[config.mk]
export PLATFORM = sky130hd
export DESIGN_NAME = card_feed_ctrl
export DESIGN_NICKNAME = d
export VERILOG_FILES = /design/src/rtl/card_feed_pkg.sv /design/src/rtl/card_buf.sv /design/src/rtl/col_seq.sv /design/src/rtl/card_feed_ctrl.sv
export SDC_FILE = /design/constraint.sdc
export NUM_CORES = 2
export LEC_CHECK = 0
export BUFFER_PORTS_ARGS = -buffer_cell sky130_fd_sc_hd__buf_2
export CORE_MARGIN = 5
export CORE_UTILIZATION = 30
export DETAILED_ROUTE_END_ITERATION = 8
export PLACE_DENSITY = 0.49
export SLEW_MARGIN = 20
export SYNTH_ARGS = -nofsm -noshare
export SYNTH_HDL_FRONTEND = slang
export SYNTH_SLANG_ARGS = --single-unit
[constraint.sdc]
create_clock -name clk -period 6.2 [get_ports clk]
set_clock_uncertainty 0.1 [all_clocks]
set_input_delay 1.24 -clock clk [delete_from_list [all_inputs] [get_ports clk]]
set_output_delay 1.24 -clock clk [all_outputs]
set_load 0.05 [all_outputs]
[src/rtl/card_feed_pkg.sv]
package card_feed_pkg;

   typedef enum logic [1:0] {
      OP_READ  = 2'd0,
      OP_FEED  = 2'd1,
      OP_PUNCH = 2'd2,
      OP_STACK = 2'd3
   } feed_op_e;

   typedef enum logic [1:0] {
      ST_IDLE  = 2'd0,
      ST_COPY  = 2'd1,
      ST_PUNCH = 2'd2
   } seq_state_e;

endpackage

[src/rtl/card_buf.sv]
module card_buf #(
   parameter int DEPTH = 80,
   parameter int WIDTH = 12,
   parameter int AW    = $clog2(DEPTH)
) (
   input  logic             clk,
   input  logic             we,
   input  logic [AW-1:0]    wa,
   input  logic [WIDTH-1:0] wd,
   input  logic [AW-1:0]    ra,
   output logic [WIDTH-1:0] rd
);

   localparam bit FULL_RANGE = ((1 << AW) == DEPTH);

   logic [WIDTH-1:0] mem [DEPTH];
   logic             wr_ok;

   generate
      if (FULL_RANGE) begin : g_full
         assign wr_ok = we;
         assign rd    = mem[ra];
      end else begin : g_guard
         assign wr_ok = we && (wa < AW'(DEPTH));
         assign rd    = (ra < AW'(DEPTH)) ? mem[ra] : '0;
      end
   endgenerate

   always_ff @(posedge clk) begin
      if (wr_ok) mem[wa] <= wd;
   end

endmodule

[src/rtl/col_seq.sv]
module col_seq
   import card_feed_pkg::*;
#(
   parameter int COLS = 80,
   parameter int IDXW = $clog2(COLS),
   parameter int CNTW = $clog2(COLS + 1)
) (
   input  logic            clk,
   input  logic            rst_n,
   input  logic            start_copy,
   input  logic            start_punch,
   input  logic [CNTW-1:0] punch_len,
   output seq_state_e      state,
   output logic [IDXW-1:0] col,
   output logic            copy_fin,
   output logic            seq_done
);

   localparam logic [IDXW-1:0] LAST_COL = IDXW'(COLS - 1);

   logic [CNTW-1:0] len_q;
   logic            punch_fin;

   assign copy_fin  = (state == ST_COPY) && (col == LAST_COL);
   assign punch_fin = (state == ST_PUNCH) && ((CNTW'(col) + CNTW'(1)) == len_q);

   always_ff @(posedge clk) begin
      if (!rst_n) begin
         state    <= ST_IDLE;
         col      <= '0;
         len_q    <= '0;
         seq_done <= 1'b0;
      end else begin
         seq_done <= copy_fin || punch_fin;
         case (state)
            ST_IDLE: begin
               col <= '0;
               if (start_copy) begin
                  state <= ST_COPY;
               end else if (start_punch) begin
                  state <= ST_PUNCH;
                  len_q <= punch_len;
               end
            end
            ST_COPY: begin
               if (copy_fin) begin
                  state <= ST_IDLE;
                  col   <= '0;
               end else begin
                  col <= col + IDXW'(1);
               end
            end
            ST_PUNCH: begin
               if (punch_fin) begin
                  state <= ST_IDLE;
                  col   <= '0;
               end else begin
                  col <= col + IDXW'(1);
               end
            end
            default: begin
               state <= ST_IDLE;
               col   <= '0;
            end
         endcase
      end
   end

endmodule

[src/rtl/card_feed_ctrl.sv]
module card_feed_ctrl
   import card_feed_pkg::*;
#(
   parameter int COLS = 80,
   parameter int COLW = 12,
   parameter int IDXW = $clog2(COLS),
   parameter int CNTW = $clog2(COLS + 1)
) (
   input  logic            clk,
   input  logic            rst_n,
   input  logic            req_valid,
   input  logic [1:0]      req_op,
   input  logic [CNTW-1:0] req_count,
   output logic            busy,
   output logic            done,
   output logic            not_ready,
   input  logic            deck_start,
   input  logic            card_last,
   input  logic            ld_we,
   input  logic [IDXW-1:0] ld_col,
   input  logic [COLW-1:0] ld_data,
   output logic            rd_stb,
   output logic [IDXW-1:0] rd_col,
   output logic [COLW-1:0] rd_data,
   output logic            pun_stb,
   output logic [IDXW-1:0] pun_col,
   input  logic [COLW-1:0] pun_data,
   input  logic [IDXW-1:0] out_col,
   output logic [COLW-1:0] out_data,
   output logic            eject_stb,
   output logic            eject_alt
);

   localparam logic [CNTW-1:0] MAX_LEN = CNTW'(COLS);

   generate
      if (COLS < 2 || COLW < 1 || CNTW < IDXW) begin : g_bad_cfg
         $error("card_feed_ctrl: unsupported COLS/COLW/CNTW");
      end
   endgenerate

   feed_op_e        op;
   seq_state_e      seq_state;
   logic [IDXW-1:0] seq_col;
   logic            copy_fin, seq_done;
   logic            accept, is_feed, start_copy, start_punch, imm_done;
   logic [CNTW-1:0] punch_len;
   logic            deck_active, alt_q, last_q, rd_mode_q;
   logic            eject_q, eject_alt_q, imm_done_q;
   logic [COLW-1:0] pre_rd_col;
   logic            pp_we;
   logic [COLW-1:0] pp_wd;

   assign op          = feed_op_e'(req_op);
   assign accept      = req_valid && (seq_state == ST_IDLE);
   assign is_feed     = (op == OP_READ) || (op == OP_FEED);
   assign punch_len   = (req_count > MAX_LEN) ? MAX_LEN : req_count;
   assign start_copy  = accept && is_feed && deck_active;
   assign start_punch = accept && (op == OP_PUNCH) && (punch_len != '0);
   assign imm_done    = accept && ((op == OP_STACK) ||
                                   ((op == OP_PUNCH) && (punch_len == '0)));

   col_seq #(.COLS(COLS), .IDXW(IDXW), .CNTW(CNTW)) u_seq (
      .clk        (clk),
      .rst_n      (rst_n),
      .start_copy (start_copy),
      .start_punch(start_punch),
      .punch_len  (punch_len),
      .state      (seq_state),
      .col        (seq_col),
      .copy_fin   (copy_fin),
      .seq_done   (seq_done)
   );

   card_buf #(.DEPTH(COLS), .WIDTH(COLW), .AW(IDXW)) u_read_stn (
      .clk(clk),
      .we (ld_we),
      .wa (ld_col),
      .wd (ld_data),
      .ra (seq_col),
      .rd (pre_rd_col)
   );

   assign pp_we = (seq_state == ST_COPY) || (seq_state == ST_PUNCH);
   assign pp_wd = (seq_state == ST_COPY) ? pre_rd_col : pun_data;

   card_buf #(.DEPTH(COLS), .WIDTH(COLW), .AW(IDXW)) u_punch_stn (
      .clk(clk),
      .we (pp_we),
      .wa (seq_col),
      .wd (pp_wd),
      .ra (out_col),
      .rd (out_data)
   );

   always_ff @(posedge clk) begin
      if (!rst_n) begin
         deck_active <= 1'b0;
         alt_q       <= 1'b0;
         last_q      <= 1'b0;
         rd_mode_q   <= 1'b0;
         eject_q     <= 1'b0;
         eject_alt_q <= 1'b0;
         imm_done_q  <= 1'b0;
      end else begin
         eject_q     <= start_copy;
         eject_alt_q <= start_copy && alt_q;
         imm_done_q  <= imm_done;
         if (start_copy) begin
            last_q    <= card_last;
            rd_mode_q <= (op == OP_READ);
         end
         if (accept && (op == OP_STACK))
            alt_q <= 1'b1;
         else if (start_copy)
            alt_q <= 1'b0;
         if (deck_start)
            deck_active <= 1'b1;
         else if (copy_fin && last_q)
            deck_active <= 1'b0;
      end
   end

   assign busy      = (seq_state != ST_IDLE);
   assign done      = seq_done || imm_done_q;
   assign not_ready = !deck_active;
   assign rd_stb    = (seq_state == ST_COPY) && rd_mode_q;
   assign rd_col    = seq_col;
   assign rd_data   = pre_rd_col;
   assign pun_stb   = (seq_state == ST_PUNCH);
   assign pun_col   = seq_col;
   assign eject_stb = eject_q;
   assign eject_alt = eject_alt_q;

endmodule

==> results by group <==
Logic synthesis
  – FF+latch count, synth: 1,944
  – Post-synth top flop: edfxtp_1
  – Count of cell types in the netlist: 75
  – Mapped cell area: 75,700 µm²
  – Register area share after synthesis: 76.8%
  – Post-synth EDFFs: 1,920
  – Cells after Synth: 3,807
  – Ys Warns: 0
  – Async SR Flop Fraction: 0%
  – Avg Inst Size Synth: 19.9 µm²
  – Post-synth net total: 3,864

Clock network
  – CTS tree: built
  – Skew-Pair Late Insertion Delay: 0.86 ns
  – Root Buffer: clkbuf_16
  – Max clock buf depth: 3
  – H-tree levels: 4
  – TritonCTS Buffers: 201
  – CTS Sinks: 1,944
  – # hold bufs at CTS: 0
  – Clk slew on worst S/H paths: 0.06 ns

Floorplan
  – Die area: 262,000 µm²
  – Initial Utilization: 30.1%
  – Row count: 184
  – Die Y: 512 µm
  – I/O pin cnt: 98
  – Die width: 512 µm
  – Core area: 251,000 µm²

Final layout
  – Layout cell share with drive strength beyond 1: 28.1%
  – Cell Count, Final, Fillers Out: 7,714
  – Most frequent cells in the layout: edfxtp_1 (1,920), mux4_2 (335), buf_4 (286)
  – Final core utilization: 35.3%
  – Nets: 4,246
  – Area Growth Syn to Fin: 17.3%
  – Commonest non-fill, non-tap cell in the layout: edfxtp_1
  – Design area: 88,800 µm²

Flow run
  – Max_cap viols: 0

Placement
  – Placed Area: 82,400 µm²
  – Routability-driven placement congestion ratio: 0.804
  – IO Port Bufs: 97
  – Cells after DPL: 7,333
  – Post-DP HPWL: 137 mm
  – DP Worst Slack: 0.505 ns

Critical path
  – Required @ worst endpoint: 4.86 ns
  – Setup crit start kind: register
  – Crit Path Max Fanout: 34
  – Critical path type: reg -> out
  – Nature of the critical path endpoint: output pin
  – CP arrival: 4.83 ns

GRT
  – GR Overflow Total: 0
  – GRT Overall Usage: 16.7%
  – Initial antenna violation count: 12
  – Pin count of the biggest net entering global routing: 81
  – First-pass GRT wire length: 316 mm
  – Vias in the first global route: 40,400

Power
  – Max VDD drop: 0.260 mV
  – Pwr/cell area: 306 nW/µm²
  – P_leak: 27.4 nW
  – Total power: 27.2 mW

Route
  – DRC Markers: 0
  – 1st-iter DRT viols: 4,086
  – Router iterations before antenna repair: 6
  – M1 wire length: 96.5 mm
  – Final WL: 224 mm
  – Via count: 39,600
  – Highest Signal Layer: met5
  – Antenna-violating nets left: 0
  – Drt via density: 5.13
  – Wire per inst: 29.1 µm
  – WL met2: 109 mm
  – Met3 wire length: 13.2 mm

STA
  – Actual slew at the worst max-slew pin: 1.12 ns
  – Final worst slack: 0.0304 ns
  – Setup TNS: 0 ns
  – FMAX: 0.162 GHz
  – Rel. slew slack: 25.2%
  – WHS: 0.366 ns
  – RSZ-0062 raised after global routing: false
  – Final Hold Vio Count: 0
  – Final period utilization: 99.5%
  – Final-report max-slew violation count: 0
  – Setup violators final: 0
  – Minimum clock period: 6.17 ns

Worst hold path
  – HP Class: reg -> reg

Status
  – Run status: complete, no violations
path summary, 6_finish.rpt:
kind / startpoint / cells past startpoint / to / slack (ns)
setup / recovery: u_seq.col[2] / 11 / rd_data[6] / 0.03
hold / removal: alt_q / 2 / alt_q / 0.37
setup reg to reg: u_seq.col[2] / 11 / u_punch_stn.mem[30][0] / 1.21
hold reg to reg: alt_q / 2 / alt_q / 0.37
what timing repair did:
item                       CTS  global route
gates cloned                 0             0
setup endpoints to repair    1             1
resized for setup            0             1
pin swaps                    0             0
setup buffers                1             0
critical path, cell delays in order (launching register included):
cell and delay (ns):
dfxtp_4 0.86, buf_4 0.31, nor2b_2 0.06, buf_4 0.28, a221oi_1 0.30, nor2_1 0.10
o21ai_0 0.55, o221ai_1 0.44, a211oi_1 0.51, nor2_1 0.10, buf_4 0.19, buf_2 0.22
final cells by class:
class	count	area (µm²)
Multi-Input combinational cell	1611	16700
Fill cell	23500	162000
Tap cell	3348	4190
Inverter	15	57.6
Clock buffer	244	5210
Timing Repair Buffer	416	3330
Antenna cell	22	55.1
Sequential cell	1944	58100
Clock inverter	114	1050
registers in the layout, summed over array words and instances, names as in the netlist:
| register | cells |
|---|---|
| u_seq.state | 2 |
| u_punch_stn.mem | 960 |
| u_seq.len_q | 7 |
| eject_alt | 1 |
| u_seq.seq_done | 1 |
| last_q | 1 |
| rd_mode_q | 1 |
| eject_stb | 1 |
| u_seq.col | 7 |
| u_read_stn.mem | 960 |
| deck_active | 1 |
| alt_q | 1 |
| imm_done_q | 1 |
cells by family (layout without fill, tap and decap cells):
logic type               Yosys count  in the layout  share of synthesized area [%]
multiplexers                     576            576                           13.3
AO/OA/AOI/OAI                    545            545                           5.37
XOR/XNOR                          12             12                          0.175
AND/OR/NAND/NOR                  474            474                           2.67
flip-flops                      1944           1944                           76.8
buffers and inverters            252            789                           1.58
other                              0             22                              0
adder cells (fa/ha/maj)            4              4                         0.0661
Yosys cell counts (all sizes together) (7+ instances only):
master | number | area share (%)
buf | 142 | 1.0
a21boi | 9 | 0.089
nand3b | 8 | 0.079
nand3 | 33 | 0.22
o211ai | 11 | 0.11
o2bb2ai | 22 | 0.25
a21oi | 74 | 0.49
and2 | 8 | 0.066
nand2 | 119 | 0.59
o21ai | 61 | 0.40
inv | 14 | 0.069
dfxtp | 24 | 0.63
edfxtp | 1920 | 76
a22oi | 72 | 0.71
a221oi | 104 | 1.2
o22ai | 40 | 0.33
o221ai | 22 | 0.25
clkbuf | 95 | 0.47
mux2i | 123 | 1.6
mux4 | 335 | 10
nor2 | 255 | 1.3
xnor2 | 7 | 0.081
nor2b | 14 | 0.12
mux2 | 118 | 1.8
a22o | 28 | 0.32
a221o | 22 | 0.29
a222oi | 8 | 0.11
a31oi | 14 | 0.12
layer usage:
metal	global-route usage, %	vias to the layer above
met4	4.07	6
met2	27.7	1386
met1	23.1	21200
met3	2.53	296
li1	-	16600
met5	0	-
report_power, final:
part           leakage, nW  switching (mW)  internal [mW]
registers             17.5         0.00894           14.5
clock network         3.03            5.18           6.42
logic                 6.89           0.706          0.334
total                 27.4            5.89           21.3
Power figures use the tool's default switching activity.
